<file path="src/rtl/pci_arb_pkg.sv">
`timescale 1ns/1ps
package pci_arb_pkg;

  // Internal arbiter phases
  typedef enum logic [1:0] {
    ARB_NONE  = 2'd0,  // no grant issued yet
    ARB_GRANT = 2'd1,  // one master holds the grant
    ARB_GAP   = 2'd2   // dead cycle before handing over
  } arb_state_e;

endpackage

</file>
<file path="src/rtl/pci_arb_rst_sync.sv">
`timescale 1ns/1ps
module pci_arb_rst_sync (
  input  logic clk,
  input  logic rst_n_i,
  output logic rst_n_o
);

  logic stage1_q;
  logic stage2_q;

  always_ff @(posedge clk or negedge rst_n_i) begin
    if (!rst_n_i) begin
      stage1_q <= 1'b0;
      stage2_q <= 1'b0;
    end else begin
      stage1_q <= 1'b1;
      stage2_q <= stage1_q;
    end
  end

  assign rst_n_o = stage2_q;

endmodule

</file>
<file path="src/rtl/pci_arb_mode.sv">
`timescale 1ns/1ps
module pci_arb_mode (
  input  logic clk,
  input  logic rst_raw_n,
  input  logic rst_n,
  input  logic strap_i,
  input  logic arb_en_i,
  input  logic bus_idle_i,
  output logic ext_mode_o
);

  logic strap_q;
  logic strap_load;
  logic en_q;
  logic en_d;
  logic en_load;

  // Strap is captured on every edge while the raw reset is low.
  assign strap_load = ~rst_raw_n;

  always_ff @(posedge clk) begin
    if (strap_load) begin
      strap_q <= strap_i;
    end
  end

  // Register enable bit is accepted only across an idle bus.
  assign en_load = bus_idle_i;
  assign en_d    = arb_en_i;

  always_ff @(posedge clk or negedge rst_n) begin
    if (!rst_n) begin
      en_q <= 1'b1;
    end else if (en_load) begin
      en_q <= en_d;
    end
  end

  assign ext_mode_o = strap_q | ~en_q;

endmodule

</file>
<file path="src/rtl/pci_arb_rr.sv">
`timescale 1ns/1ps
module pci_arb_rr
  import pci_arb_pkg::*;
#(
  parameter int N = 5,
  localparam int IW = (N > 1) ? $clog2(N) : 1
) (
  input  logic         clk,
  input  logic         rst_n,
  input  logic         active_i,
  input  logic         bus_idle_i,
  input  logic [N-1:0] req_i,
  output logic [N-1:0] gnt_o
);

  arb_state_e    st_q, st_d;
  logic [IW-1:0] owner_q, owner_d;
  logic [IW-1:0] target_q, target_d;
  logic [IW-1:0] pick;
  logic          pick_ok;
  logic          upd;

  // Rotating search: scan from owner+N down to owner+1 so the nearest
  // requester after the owner is the last one written.
  always_comb begin
    int idx;
    pick    = owner_q;
    pick_ok = 1'b0;
    for (int k = N; k >= 1; k--) begin
      idx = int'(owner_q) + k;
      if (idx >= N) idx = idx - N;
      if (req_i[idx]) begin
        pick    = IW'(idx);
        pick_ok = 1'b1;
      end
    end
  end

  // Next-state
  always_comb begin
    st_d     = st_q;
    owner_d  = owner_q;
    target_d = target_q;
    if (!active_i) begin
      st_d = ARB_NONE;
    end else begin
      unique case (st_q)
        ARB_NONE: begin
          if (bus_idle_i && pick_ok) begin
            st_d    = ARB_GRANT;
            owner_d = pick;
          end
        end
        ARB_GRANT: begin
          if (bus_idle_i && pick_ok && (pick != owner_q)) begin
            st_d     = ARB_GAP;
            target_d = pick;
          end
        end
        ARB_GAP: begin
          st_d    = ARB_GRANT;
          owner_d = target_q;
        end
        default: st_d = ARB_NONE;
      endcase
    end
  end

  assign upd = active_i | (st_q != ARB_NONE);

  always_ff @(posedge clk or negedge rst_n) begin
    if (!rst_n) begin
      st_q     <= ARB_NONE;
      owner_q  <= IW'(N - 1);
      target_q <= '0;
    end else if (upd) begin
      st_q     <= st_d;
      owner_q  <= owner_d;
      target_q <= target_d;
    end
  end

  for (genvar g = 0; g < N; g++) begin : g_dec
    assign gnt_o[g] = (st_q == ARB_GRANT) && (owner_q == IW'(g));
  end

endmodule

</file>
<file path="src/rtl/pci_arb_ext.sv">
`timescale 1ns/1ps
module pci_arb_ext (
  input  logic clk,
  input  logic rst_n,
  input  logic active_i,
  input  logic host_need_i,
  input  logic ext_gnt_i,
  output logic bus_req_o,
  output logic owns_o,
  output logic parked_o
);

  logic req_q, req_d;
  logic park_q, park_d;
  logic own_q, own_d;

  // Parked: grant present and held without the host having asked for it.
  always_comb begin
    park_d = 1'b0;
    req_d  = 1'b0;
    own_d  = 1'b0;
    if (active_i) begin
      park_d = ext_gnt_i & (park_q | ~req_q);
      req_d  = host_need_i & ~park_d;
      own_d  = ext_gnt_i;
    end
  end

  always_ff @(posedge clk or negedge rst_n) begin
    if (!rst_n) begin
      req_q  <= 1'b0;
      park_q <= 1'b0;
      own_q  <= 1'b0;
    end else begin
      req_q  <= req_d;
      park_q <= park_d;
      own_q  <= own_d;
    end
  end

  assign bus_req_o = req_q;
  assign owns_o    = own_q;
  assign parked_o  = park_q;

endmodule

</file>
<file path="src/rtl/pci_grant_front.sv">
`timescale 1ns/1ps
module pci_grant_front #(
  parameter int NUM_MASTERS = 5
) (
  input  logic                   clk,
  input  logic                   rst_n,
  input  logic                   strap_ext_i,
  input  logic                   arb_en_i,
  input  logic [NUM_MASTERS-1:0] req_n_i,
  input  logic                   frame_n_i,
  input  logic                   irdy_n_i,
  input  logic                   host_need_i,
  output logic [NUM_MASTERS-1:0] gnt_n_o,
  output logic                   host_owns_o,
  output logic                   host_parked_o
);

  localparam int UPPER = NUM_MASTERS - 1;

  logic                   rst_sync_n;
  logic                   bus_idle;
  logic                   ext_mode;
  logic [NUM_MASTERS-1:0] int_gnt;
  logic                   bus_req;
  logic                   owns;
  logic                   parked;

  assign bus_idle = frame_n_i & irdy_n_i;

  pci_arb_rst_sync u_rst (
    .clk     (clk),
    .rst_n_i (rst_n),
    .rst_n_o (rst_sync_n)
  );

  pci_arb_mode u_mode (
    .clk        (clk),
    .rst_raw_n  (rst_n),
    .rst_n      (rst_sync_n),
    .strap_i    (strap_ext_i),
    .arb_en_i   (arb_en_i),
    .bus_idle_i (bus_idle),
    .ext_mode_o (ext_mode)
  );

  pci_arb_rr #(.N(NUM_MASTERS)) u_rr (
    .clk        (clk),
    .rst_n      (rst_sync_n),
    .active_i   (~ext_mode),
    .bus_idle_i (bus_idle),
    .req_i      (~req_n_i),
    .gnt_o      (int_gnt)
  );

  pci_arb_ext u_ext (
    .clk         (clk),
    .rst_n       (rst_sync_n),
    .active_i    (ext_mode),
    .host_need_i (host_need_i),
    .ext_gnt_i   (~req_n_i[0]),
    .bus_req_o   (bus_req),
    .owns_o      (owns),
    .parked_o    (parked)
  );

  always_comb begin
    if (ext_mode) begin
      gnt_n_o = {{UPPER{1'b1}}, ~bus_req};
    end else begin
      gnt_n_o = ~int_gnt;
    end
  end

  assign host_owns_o   = ext_mode & owns;
  assign host_parked_o = ext_mode & parked;

endmodule

</file>
<file path="config.mk">
export PLATFORM = sky130hd
export DESIGN_NAME = pci_grant_front
export DESIGN_NICKNAME = d
export VERILOG_FILES = /design/src/rtl/pci_arb_pkg.sv /design/src/rtl/pci_arb_rst_sync.sv /design/src/rtl/pci_arb_mode.sv /design/src/rtl/pci_arb_rr.sv /design/src/rtl/pci_arb_ext.sv /design/src/rtl/pci_grant_front.sv
export SDC_FILE = /design/constraint.sdc
export NUM_CORES = 1
export LEC_CHECK = 0
export ABC_AREA = 1
export BUFFER_PORTS_ARGS = -buffer_cell sky130_fd_sc_hd__buf_2
export CORE_AREA = 10 10 54 98
export CTS_BUF_LIST = sky130_fd_sc_hd__clkbuf_8 sky130_fd_sc_hd__clkbuf_16
export DETAILED_ROUTE_END_ITERATION = 10
export DIE_AREA = 0 0 64 108
export HOLD_SLACK_MARGIN = 0.06
export PLACE_DENSITY_LB_ADDON = 0.05
export SLEW_MARGIN = 25
export SYNTH_ARGS = -nofsm -noshare
export SYNTH_HDL_FRONTEND = slang
export SYNTH_SLANG_ARGS = --single-unit
</file>
<file path="constraint.sdc">
create_clock -name clk -period 1.5 [get_ports clk]
set_input_delay 0.15 -clock clk [delete_from_list [all_inputs] [get_ports clk]]
set_output_delay 0.15 -clock clk [all_outputs]
set_load 0.05 [all_outputs]
</file>
# == Yosys cells after proc, flatten, opt, wreduce, memory -nomap -nowiden ==
# Index checks and enable logic that the tools add are counted.
# op_classes
addsub,10
n_mul,0
div,0
n_lt_le_gt_ge,10
n_eq_ne,10
shift,0
n_mux,40
bitwise_logic,15
n_reduce_logical,14
# ops
op,n
"greater-or-equal comparator 32 x 4 -> 1 bit, second input constant",5
"< comparator 32 x 5 -> 1 bit, second input constant",5
2-to-1 mux 32 bit,5
"subtractor 32 x 4 -> 32 bit, second input constant",5
2-to-1 mux 1 bit,18
2-to-1 mux 3 bit,6
binary-select mux 1 bit (select 3 bit),5
inverter 5 bit,2
"adder 3 x 2 -> 4 bit, second input constant",2
"adder 3 x 3 -> 4 bit, second input constant",2
AND reduction 4 bit,2
logical AND 1 bit,7
"== test 3 x 2 -> 1 bit, second input constant",2
2-to-1 mux 2 bit,3
"inequality test 3 x 2 -> 1 bit, second input constant",2
one-hot mux 2 bit (3 select lines),1
one-hot mux 3 bit (2 select lines),1
bitwise AND 1 bit,5
2-to-1 mux 5 bit,1
inverter 1 bit,5
"adder 3 x 1 -> 4 bit, second input constant",1
nonzero test 2 bit,2
"== test 3 x 1 -> 1 bit, second input constant",1
"== test 3 bit, second input constant",1
other kinds (8),10
# word_totals
regBits,15
latch_bits,0
mem_bits_rw,0
mem_bits_ro,0
input_bits,12
out_inout_bits,7
word_cells,109
mem_count,0

# == Depth between registers and ports, before layout ==
# Gate-level depths: netlist of run 1.
# depth
ltp_word,16
mapped_depth,27
ltp_nobuf,25

# == By module ==
# From an unflattened synthesis of run 1, not the netlist that was laid out.
# hier_totals
hier_cells,291
hier_area_um2,1820.5
# modules_own_cells
mod,n_inst,cells_each,area_per_inst_um2,seq_area_each_um2
pci_arb_rr,1,248,1496.4,201.4
pci_arb_ext,1,10,103.8,75.1
pci_grant_front,1,21,83.8,0.0
pci_arb_mode,1,9,82.6,56.3
pci_arb_rst_sync,1,3,53.8,50.0

# == Worst setup path before layout of run 1 ==
# OpenSTA, ideal clock, no wires.
# synth_path
path_type,register to register
from,register u_rr.owner_q[0]
to,register u_rr.target_q[0]
setup_time_ns,0.118
t_arrival_ns,2.926
required_time_ns,1.382
slack_ns,-1.543
stages_incl_launch_ff,27
n_path_buf,2
synth_period_minus_slack_ns,3.043
cell_sequence,dfrtp_1 buf_6 inv_2 buf_2 ha_1 inv_1 fa_1 a21oi_1 nand2_1 nand2_1 inv_2 nand2_1 nand3b_1 nand2_1 nand2_1 nand2_1 inv_1 nor2_1 nand2_1 nand2_1 nand2_1 nand2_1 nand2_1 nand3_2 nand3_2 nand2_1 nand2_1
# synth_between
elab_chain_len,14
elab_cells_between_ends,49
classes_between,10 x add/sub; 5 x order compare; 1 x eq/ne; 30 x mux; 3 x reduce/logical
# synth_lines
element,line_no,source
start: declaration,pci_arb_rr.sv:17,"logic [IW-1:0] owner_q, owner_d;"
start signal: assignment,pci_arb_rr.sv:74,owner_q <= IW'(N - 1);
start signal: assignment,pci_arb_rr.sv:78,owner_q <= owner_d;
adder 3 x 3 -> 4 bit,pci_arb_rr.sv:30,idx = int'(owner_q) + k;
subtractor 32 x 4 -> 32 bit / greater-or-equal comparator 32 x 4 -> 1 bit (equally long branches),pci_arb_rr.sv:31,if (idx >= N) idx = idx - N;
2-to-1 mux 32 bit,pci_arb_rr.sv:31,
binary-select mux 1 bit (select 3 bit),pci_arb_rr.sv:32,if (req_i[idx]) begin
2-to-1 mux 1 bit (implied by the code) (2 in series),pci_arb_rr.sv:32,
2-to-1 mux 3 bit / 2-to-1 mux 1 bit (equally long branches) (5 in series),pci_arb_rr.sv:32,
inequality test 3 bit / logical AND 1 bit (equally long branches),pci_arb_rr.sv:55,if (bus_idle_i && pick_ok && (pick != owner_q)) begin
logical AND 1 bit,pci_arb_rr.sv:55,
AND reduction 4 bit (no line),n/a,
end signal: assignment,pci_arb_rr.sv:79,target_q <= target_d;
end: declaration,pci_arb_rr.sv:18,"logic [IW-1:0] target_q, target_d;"
# Several ways; a longest one is shown, not always the timed one. The select of a mux whose other input is x is not followed.
# A chain may end at the register's enable or synchronous reset.

# == Worst setup path in the final report of run 1 ==
# layout_path
from,register u_rr.owner_q[0]
to,register u_rr.owner_q[2]
# layout_between
elab_chain_len,14
elab_cells_between_ends,50
classes_between,10 x add/sub; 5 x order compare; 1 x eq/ne; 32 x mux; 2 x reduce/logical
# layout_lines
element,line_no,source
adder 3 x 3 -> 4 bit,pci_arb_rr.sv:30,
subtractor 32 x 4 -> 32 bit / greater-or-equal comparator 32 x 4 -> 1 bit (equally long branches),pci_arb_rr.sv:31,
2-to-1 mux 32 bit,pci_arb_rr.sv:31,
binary-select mux 1 bit (select 3 bit),pci_arb_rr.sv:32,
2-to-1 mux 1 bit (implied by the code) (2 in series),pci_arb_rr.sv:32,
2-to-1 mux 1 bit (5 in series),pci_arb_rr.sv:32,
logical AND 1 bit,pci_arb_rr.sv:49,if (bus_idle_i && pick_ok) begin
inequality test 2 x 1 -> 1 bit (no line),n/a,
AND reduction 4 bit (no line),n/a,
# Several ways; a longest one is shown, not always the timed one. The select of a mux whose other input is x is not followed.

==> results.cfg, run 1 <==
[critical_path]
crit_buf_inv = 6
worst_setup_path_end_kind = register
critical_path.top_delay_family = simple AND/OR/NAND/NOR gates
cp_slowest_cell = dfrtp_2
path_cells = inv_4 > ha_4 > inv_2 > fa_2 > nor2_2 > nor2_1 > nand2_1 > nand2_4 > nand2_1 > o211ai_1 > nand2_1 > nand2_1 > nand2_2 > nand2_2 > inv_2 > o21ai_2 > nand2_1 > nand2_1 > buf_4 > buf_4 > inv_2 > nor2_1 > o22ai_1
start_kind = register
critPathMaxFanout = 5
cp.arrival_ns = 3.05
slowest_delay_ns = 0.46
path_common_cell = nand2_1
crit_type = register to register
cp.required_ns = 1.67
path_depth = 23
rr_worst_depth = 23

[hold_path]
hold_path_depth = 1
hold_path_class = input port to register

[synthesis]
ys_seq_area_share_pct = 21.4
synth_nets = 320
synth_xor_area_share_pct = 0.490
yosys_warnings = 0
synthSimpleGateAreaFrac_pct = 45.7
synth-main-ff-cell = dfrtp_1
async_reset_ff_share_pct = 93.3
synth-adder-area-share_pct = 10.9
syn_area_per_cell_um2 = 6.11
synth-compound-area-share_pct = 10.9
ys_ff_latch = 15
syn_area_um2 = 1790
synth_cells = 293
synth_edf_count = 1
synth_cell_types = 31
yosys-mux-area-fraction_pct = 0
synth_top_family_by_area = simple AND/OR/NAND/NOR gates

[cells_and_area]
final_common_cell = nand2_1
finalNonFillerCells = 434
num_antenna_cells = 0
layout-drive-gt1-share_pct = 43.6
utilization_pct = 74.4
layout_common_cells = nand2_1 (71), buf_4 (63), nand3_1 (35), inv_1 (33)
area_growth_pct = 58.1
nNetsFinal = 411

[timing]
fin_crit_ns = 2.89
final.setup_skew_ns = 0.000415
fin_hold_ws_ns = 0.0748
final_hold_viol_count = 0
fin_tns_setup_ns = -11.36
fin_ws_ns = -1.39
rsz0062_at_grt = true
relSlewSlack_pct = 66.6
setup_viol = 13
worstMarginPinSlew_ns = 0.501
min_period_over_period_pct = 193
fmax_mhz = 346
slew_violations = 0

[routing]
vias = 2262
drt-initial-drc-count = 87
avgViaCountPerCell = 5.21
postRouteAntennaNets = 0
drc = 0
routed_wl_um = 6610
dr.pass1.iters = 4
wl_per_cell_um = 15.2

[die]
fp.dieW_um = 64
row_count = 32
start_util_pct = 47.0
core_um2 = 3800
die_h_um = 108
die_area_um2 = 6910
ios = 19

[clocking]
clk_pin_slew_ns = 0.06
root_buffer = clkbuf_8
cts_buffers = 3
tritoncts = built
clockBufferDepth = 2
cts_sinks = 15
clkLatencyLatePin_ns = 0.25
htree_levels = 1

[placement]
hpwl_um = 4990
io_buffer_count = 18
dp_cells = 416
routabilityCongestion = 0.952

[run]
cap_violations = 0

[global_routing]
grt_pass1_vias = 2291
grt_max_degree = 18
grt_pass1_wl_um = 10100
grt_use_total_pct = 18.1
globalRouteOverflowTotal = 0
antenna_found_initial = 0

[run_status]
violations = negative setup slack
status = finished with violations
==> cell type report <==
class | instances | area (um^2)
clock buffer | 3 | 41.3
clock inverter | 1 | 3.75
fill | 308 | 975
inverter | 44 | 173
multi-input combinational | 231 | 1460
sequential | 15 | 385
tap | 51 | 63.8
timing repair buffer | 89 | 703
==> cells in the mapped netlist, types with 2 or more instances <==
| cell type | n | area (um^2) |
|---|---|---|
| a21oi_1 | 6 | 30.0 |
| a21oi_2 | 2 | 17.5 |
| buf_2 | 2 | 10.0 |
| clkinv_1 | 3 | 11.3 |
| dfrtp_1 | 12 | 300 |
| dfstp_2 | 2 | 52.6 |
| ha_1 | 14 | 175 |
| inv_1 | 37 | 139 |
| inv_2 | 4 | 15.0 |
| nand2_1 | 91 | 342 |
| nand2_2 | 4 | 25.0 |
| nand3_1 | 40 | 200 |
| nand3_2 | 2 | 20.0 |
| nand3b_1 | 3 | 22.5 |
| nand4_1 | 10 | 62.6 |
| nor2_1 | 27 | 101 |
| nor3_1 | 3 | 15.0 |
| o21ai_0 | 6 | 30.0 |
| o21ai_1 | 6 | 30.0 |
| o21ai_2 | 5 | 43.8 |
| o22ai_1 | 4 | 25.0 |
==> cell families (layout without fill, tap and decap cells) <==
group | after synthesis | count (layout)
XOR/XNOR | 1 | 1
flip-flops | 15 | 15
AND/OR/NAND/NOR | 183 | 183
other | 1 | 1
buffers and inverters | 47 | 137
AO/OA/AOI/OAI | 31 | 31
adder cells (fa/ha/maj) | 15 | 15
==> flip-flops by register name, summed over array words and instances (netlist names) <==
name and cells:
u_mode.strap_q 1, u_rr.st_q 2, u_rr.owner_q 3, u_ext.bus_req_o 1, u_rr.target_q 3, u_rst.stage1_q 1, u_ext.owns_o 1, u_ext.parked_o 1
u_rst.rst_n_o 1, u_mode.en_q 1
==> per-layer routing <==
layer	routed length, um	part of all wire [%]	vias up	track usage (%)
met4	525	7.9	0	12.7
met1	2160	33	1032	16.2
met5	0	0	-	0
met2	3710	56	67	35.6
li1	-	-	1126	-
met3	210	3.2	37	1.97
==> through the flow <==
step,setup slack (ns),cell area [um^2]
finish,-1.39,2830
global route,-1.57,2830
CTS,-1.29,2590
detailed placement,-1.40,2380
global placement,-1.38,2380
floorplan,-1.27,1820
==> path summary, 6_finish.rpt <==
path,to,slack [ns],start
hold / removal,u_mode.strap_q,0.07,strap_ext_i
max in group asynchronous,u_rr.owner_q[0],0.93,u_rst.rst_n_o
hold reg to reg,u_ext.owns_o,0.20,u_rst.rst_n_o
setup reg to reg,u_rr.owner_q[2],-1.39,u_rr.owner_q[0]
min in group asynchronous,u_ext.owns_o,0.20,u_rst.rst_n_o
setup / recovery,u_rr.owner_q[2],-1.39,u_rr.owner_q[0]
==> repair_timing <==
| action | in CTS | in global routing |
|---|---|---|
| gates resized for setup | 37 | 49 |
| hold buffers | 1 | 0 |
| endpoints found under the setup margin | 15 | 15 |
| endpoints found under the hold margin | 2 | 0 |
| buffers inserted | 4 | 9 |
| pin swaps | 12 | 12 |
| cloned | 0 | 0 |
Power of run 1 is not shown: default switching activity piles up to over one toggle a cycle in this logic, so the estimate is an artifact.
==> run 2: changes to the inputs <==
--- a/config.mk
+++ b/config.mk
@@ -8,7 +8,7 @@
 export ABC_AREA = 1
 export BUFFER_PORTS_ARGS = -buffer_cell sky130_fd_sc_hd__buf_2
 export CORE_AREA = 10 10 54 98
-export CTS_BUF_LIST = sky130_fd_sc_hd__clkbuf_8 sky130_fd_sc_hd__clkbuf_16
+export CTS_BUF_LIST = sky130_fd_sc_hd__clkbuf_4 sky130_fd_sc_hd__clkbuf_8 sky130_fd_sc_hd__clkbuf_16
 export DETAILED_ROUTE_END_ITERATION = 10
 export DIE_AREA = 0 0 64 108
 export HOLD_SLACK_MARGIN = 0.06
==> run 2 against run 1 <==
  * The run still ends with negative setup slack left
  * Via count is 0.93% higher
  * Clock skew is 0.0011 ns higher
  * Sequential cell count stayed put
  * Worst setup slack worse by 0.040 ns
  * Largest cell class unchanged
  * Register-to-register slack worse by 0.04 ns
  * Final cell count is 0.23% lower
  * Wire length is 0.73% lower
==> results.cfg, run 2 (synthesis results as in run 1) <==
[global_routing]
globalRouteOverflowTotal = 0
grt_pass1_vias = 2288
grt_pass1_wl_um = 10000
grt_use_total_pct = 17.9
antenna_found_initial = 0
grt_max_degree = 18

[cells_and_area]
layout_common_cells = nand2_1 (71), buf_4 (62), nand3_1 (35), inv_1 (32)
layout-drive-gt1-share_pct = 43.7
nNetsFinal = 410
postLayoutCellArea_um2 = 2830
area_growth_pct = 57.9
top_regs = u_rr.owner_q: 3 flops, u_rr.target_q: 3 flops, u_rr.st_q: 2 flops
num_antenna_cells = 0
final_common_cell = nand2_1

[critical_path]
start_kind = register
crit_type = register to register
cp.arrival_ns = 3.09
cp.required_ns = 1.66
cp-startpoint = u_rr.owner_q[0]
rr_worst_depth = 23
critPathMaxFanout = 5
timing.rr.start = u_rr.owner_q[0]
worst_setup_path_end_kind = register
r2r-end = u_rr.owner_q[2]
r2r_slack_ns = -1.43
crit_end = u_rr.owner_q[2]

[timing]
final_hold_viol_count = 0
setup_viol = 13
min_period_over_period_pct = 195
fmax_mhz = 342
rsz0062_at_grt = true
fin_ws_ns = -1.43
slew_violations = 0
fin_hold_ws_ns = 0.0820
final.setup_skew_ns = 0.00155
fin_crit_ns = 2.93

[run]
cap_violations = 0

[clocking]
cts_buffers = 3
clk_pin_slew_ns = 0.06
clkLatencyLatePin_ns = 0.24
tritoncts = built
clockBufferDepth = 2
root_buffer = clkbuf_8
htree_levels = 1
cts_sinks = 15

[routing]
drc = 0
vias = 2283
drt-initial-drc-count = 85
postRouteAntennaNets = 0
dr.pass1.iters = 6
avgViaCountPerCell = 5.27
routed_wl_um = 6560
wl_per_cell_um = 15.1

[placement]
io_buffer_count = 18
place_area_um2 = 2380
hpwl_um = 4990
routabilityCongestion = 0.952

[die]
ios = 19
core_um2 = 3800
fp.dieW_um = 64
start_util_pct = 47.0
row_count = 32
die_h_um = 108
die_area_um2 = 6910

[hold_path]
hold_path_class = input port to register

[run_status]
violations = negative setup slack
status = finished with violations
## run 2: changes by cell type in the layout (fill, tap and decap cells not counted)
cell      before  now
inv_1         33   32
buf_4         63   62
clkbuf_4       0    1
## run 2: layer usage
layer	vias up	part of all wire (%)	GRT usage [%]	wire [um]
met5	-	0	0	0
li1	1127	-	-	-
met3	42	3.4	1.97	220
met2	73	55	35.3	3610
met1	1041	33	16.0	2130
met4	0	9.0	13.1	590
## run 2: layout make-up
type	count	area (um^2)
Inverter	44	173
Sequential cell	15	385
Clock buffer	4	48.8
Tap cell	51	63.8
Timing Repair Buffer	88	696
Fill cell	308	978
Multi-Input combinational cell	231	1460
## run 2: worst min path at each step
| stage | from | to | slack (ns) | cells after the start |
|---|---|---|---|---|
| 5_1_grt | strap_ext_i | u_mode.strap_q | 0.08 | 1 |
| 3_3_place_gp | rst_n | u_rst.stage1_q | -0.06 | 1 |
| 3_5_place_dp | rst_n | u_rst.rst_n_o | -0.06 | 1 |
| 4_1_cts | strap_ext_i | u_mode.strap_q | 0.08 | 1 |
| 2_1_floorplan | rst_n | u_rst.rst_n_o | -0.15 | 0 |
| 6_report | strap_ext_i | u_mode.strap_q | 0.08 | 1 |
## run 2: through the flow
step	setup TNS [ns]	instances	setup slack [ns]	utilization, %
global placement	-10.68	416	-1.38	62.5
CTS	-10.35	425	-1.29	68.5
global route	-13.22	433	-1.60	74.3
finish	-11.67	433	-1.43	74.3
detailed placement	-10.80	416	-1.40	62.5
floorplan	-10.24	293	-1.27	-
## run 2: critical path, cell delays in order, from the launching register on
cell,delay (ns)
dfrtp_2,0.46
inv_4,0.11
ha_4,0.13
inv_2,0.04
fa_2,0.41
nor2_1,0.16
nor2_1,0.08
nand2_1,0.11
nand2_4,0.07
nand2_1,0.06
o211ai_1,0.09
nand2_1,0.08
nand2_1,0.05
nand2_2,0.13
nand2_2,0.07
inv_2,0.05
o21ai_2,0.05
nand2_1,0.09
nand2_1,0.08
buf_4,0.13
buf_4,0.12
inv_2,0.04
nor2_1,0.04
o22ai_1,0.18
## run 2: timing repair
item                                    4_1_cts  5_1_grt
resized for setup                            39       46
pin swaps                                    12       13
hold endpoints to repair                      2        0
endpoints found under the setup margin       15       15
hold buffers                                  1        0
setup buffers                                 4        8
Power of run 2 is left out for the same reason.
==> run 3: changes to the inputs <==
--- a/config.mk
+++ b/config.mk
@@ -7,13 +7,14 @@
 export LEC_CHECK = 0
 export ABC_AREA = 1
 export BUFFER_PORTS_ARGS = -buffer_cell sky130_fd_sc_hd__buf_2
-export CORE_AREA = 10 10 54 98
+export CORE_AREA = 10 10 54 99
 export CTS_BUF_LIST = sky130_fd_sc_hd__clkbuf_4 sky130_fd_sc_hd__clkbuf_8 sky130_fd_sc_hd__clkbuf_16
 export DETAILED_ROUTE_END_ITERATION = 10
-export DIE_AREA = 0 0 64 108
+export DIE_AREA = 0 0 64 109
 export HOLD_SLACK_MARGIN = 0.06
 export PLACE_DENSITY_LB_ADDON = 0.05
 export SLEW_MARGIN = 25
 export SYNTH_ARGS = -nofsm -noshare
 export SYNTH_HDL_FRONTEND = slang
+export SYNTH_HIERARCHICAL = 1
 export SYNTH_SLANG_ARGS = --single-unit
==> run 3 against run 2 <==
  * The run still ends with negative setup slack left
  * Worst hold slack gained 0.0071 ns
  * Die area is 0.93% higher
  * Wire length down 5.4%
  * Sequential cell count stayed put
  * Maximum frequency grew 7.0%
  * Sequential share of layout area fell by 0.83 points
  * Final cell count shrank 1.2%
  * Final area increased by 6.5%
==> results.cfg, run 3 <==
[synthesis]
synth_top_family_by_area = simple AND/OR/NAND/NOR gates
syn_area_um2 = 1820
yosys-top-cells-count = nand2_1 (104), inv_1 (40), nand3_1 (18)
yosys-mux-area-fraction_pct = 0
ys_seq_area_share_pct = 21.0
synth_top_area_share_pct = 21.4
synthSimpleGateAreaFrac_pct = 44.6
ys_ff_latch = 15
synth_cells = 291
synth-adder-area-share_pct = 7.56
synth_most_common_cell = nand2_1
synth_nets = 314
syn_area_per_cell_um2 = 6.26
synth-compound-area-share_pct = 12.6
async_reset_ff_share_pct = 93.3
synth-main-ff-cell = dfrtp_1
yosys_warnings = 6
synth_cell_types = 33
yosys.area.top_type = nand2_1
synth_edf_count = 1
synth.top_cells.by_area = nand2_1 (21%), dfrtp_1 (16%), inv_1 (8.2%)
synth_xor_area_share_pct = 3.23

[global_routing]
globalRouteOverflowTotal = 0
grt_use_total_pct = 17.1
grt_pass1_wl_um = 9580
antenna_found_initial = 0
grt_max_degree = 13
grt_pass1_vias = 2139

[timing]
fin_hold_ws_ns = 0.0891
final.setup_skew_ns = 0.00102
slew_violations = 0
fin_crit_ns = 2.74
fmax_mhz = 365
final_hold_viol_count = 0
min_period_over_period_pct = 182
rsz0062_at_grt = true
setup_viol = 13
fin_tns_setup_ns = -10.43
fin_ws_ns = -1.24

[routing]
wl_per_cell_um = 14.5
dr.pass1.iters = 4
postRouteAntennaNets = 0
avgViaCountPerCell = 4.97
vias = 2129
drt-initial-drc-count = 65
drc = 0
routed_wl_um = 6210

[cells_and_area]
multi_input_area_um2 = 1650
num_antenna_cells = 0
regArea_um2 = 385
top_regs = u_rr/owner_q: 3 flops, u_rr/target_q: 3 flops, u_rr/st_q: 2 flops
nFillCells = 260
layout-drive-gt1-share_pct = 51.7
utilization_pct = 79.1
final_common_cell = nand2_1
area_growth_pct = 65.3
nNetsFinal = 401
layout_common_cells = nand2_1 (83), buf_4 (58), inv_1 (34), nand2_2 (24), nand3_1 (15)

[critical_path]
start_kind = register
cp.required_ns = 1.63
timing.rr.start = u_rr/owner_q[1]
r2r_slack_ns = -1.24
r2r-end = u_rr/target_q[2]
cp.arrival_ns = 2.87
crit_type = register to register
worst_setup_path_end_kind = register
critPathMaxFanout = 7
rr_worst_depth = 26

[placement]
hpwl_um = 4670
io_buffer_count = 18
routabilityCongestion = 1.06

[clocking]
root_buffer = clkbuf_8
tritoncts = built
cts_sinks = 15
clk_pin_slew_ns = 0.06
clkLatencyLatePin_ns = 0.25
cts_buffers = 3
clockBufferDepth = 2
htree_levels = 1

[hold_path]
min-delay-start = strap_ext_i
hold_path_depth = 1
min_to = u_mode/strap_q
hold_path_class = input port to register

[run_status]
violations = negative setup slack
status = finished with violations

[die]
core_um2 = 3800
row_count = 32
fp.dieW_um = 64
die_h_um = 109
die_area_um2 = 6980
start_util_pct = 47.9
ios = 19

[run]
cap_violations = 0
==> run 3: cell types whose count changed after synthesis, sizes merged, moves of 2 or more <==
cell / delta
clkinv: -2
ha: -3
inv: +6
nand2: +22
nand3: -16
nand4: -6
nor2: -11
nor3: +2
o21ai: +6
o22ai: -4
xor2: +4
==> run 3: kinds of logic (layout without fill, tap and decap cells) <==
kind of cell               Yosys count  count (layout)
AOI/OAI and AO/OA                   35              35
xor gates and xnor gates             5               5
adders and majority gates           11              11
buffers and inverters               50             136
DFF                                 15              15
other                                1               1
and+or+nand+nor                    174             174
==> run 3: layout make-up <==
| type | instances | area share (%) |
|---|---|---|
| well taps | 51 | 2.12 |
| flip-flops and latches | 15 | 12.8 |
| multi-input cells | 226 | 54.7 |
| clock buffers | 3 | 1.37 |
| clock inverters | 1 | 0.166 |
| repair buffers | 84 | 22.1 |
| inverters | 48 | 6.74 |
==> run 3: through the flow <==
step	std cells	cell area (um^2)	setup WS, ns
after floorplan	291	1870	-1.11
after global placement	413	2420	-1.32
after detailed placement	413	2420	-1.35
after CTS	421	2730	-1.18
after global routing	428	3010	-1.44
final	428	3010	-1.24
==> run 3: critical path, cell delays in order (launching register included) <==
cell	delay [ns]
dfrtp_2	0.46
buf_4	0.17
ha_1	0.21
nand2_2	0.10
nand2_2	0.09
inv_4	0.11
nand2_8	0.08
nand2_4	0.08
nand2_4	0.07
nor2_2	0.12
nand3_4	0.13
nand2_2	0.07
nand2_1	0.05
nand2_1	0.05
nand2_1	0.04
nand2_1	0.05
nand2_1	0.05
nand2_1	0.05
nand2_1	0.06
nand2_2	0.08
nand2_2	0.06
nand2_1	0.05
nand2_1	0.05
nand2_2	0.12
nand3_4	0.09
nand2_1	0.07
nand2_1	0.05
==> run 3: layer usage <==
layer	up-vias	routed length [um]	global-route usage [%]
li1	1079	-	-
met3	23	130	1.34
met4	0	388	11.0
met2	46	3580	35.4
met5	-	0	0
met1	981	2110	14.7
==> run 3: worst max-delay path by stage <==
stage / endpoint / cells after the start / start
detailed placement: u_rr/target_q[2] / 24 / u_rr/owner_q[0]
CTS: u_rr/target_q[2] / 25 / u_rr/owner_q[0]
global route: u_rr/target_q[0] / 26 / u_rr/owner_q[0]
floorplan: u_rr/target_q[2] / 26 / u_rr/owner_q[0]
finish: u_rr/target_q[2] / 26 / u_rr/owner_q[1]
global placement: u_rr/target_q[1] / 24 / u_rr/owner_q[0]
==> run 3: repair_timing <==
action / 4_1_cts / 5_1_grt
gates resized for setup: 56 / 59
endpoints found under the setup margin: 13 / 14
pin swaps: 10 / 23
hold buffers: 1 / 0
hold endpoints to repair: 2 / 0
buffers inserted: 4 / 9
Power of run 3 is left out for the same reason.
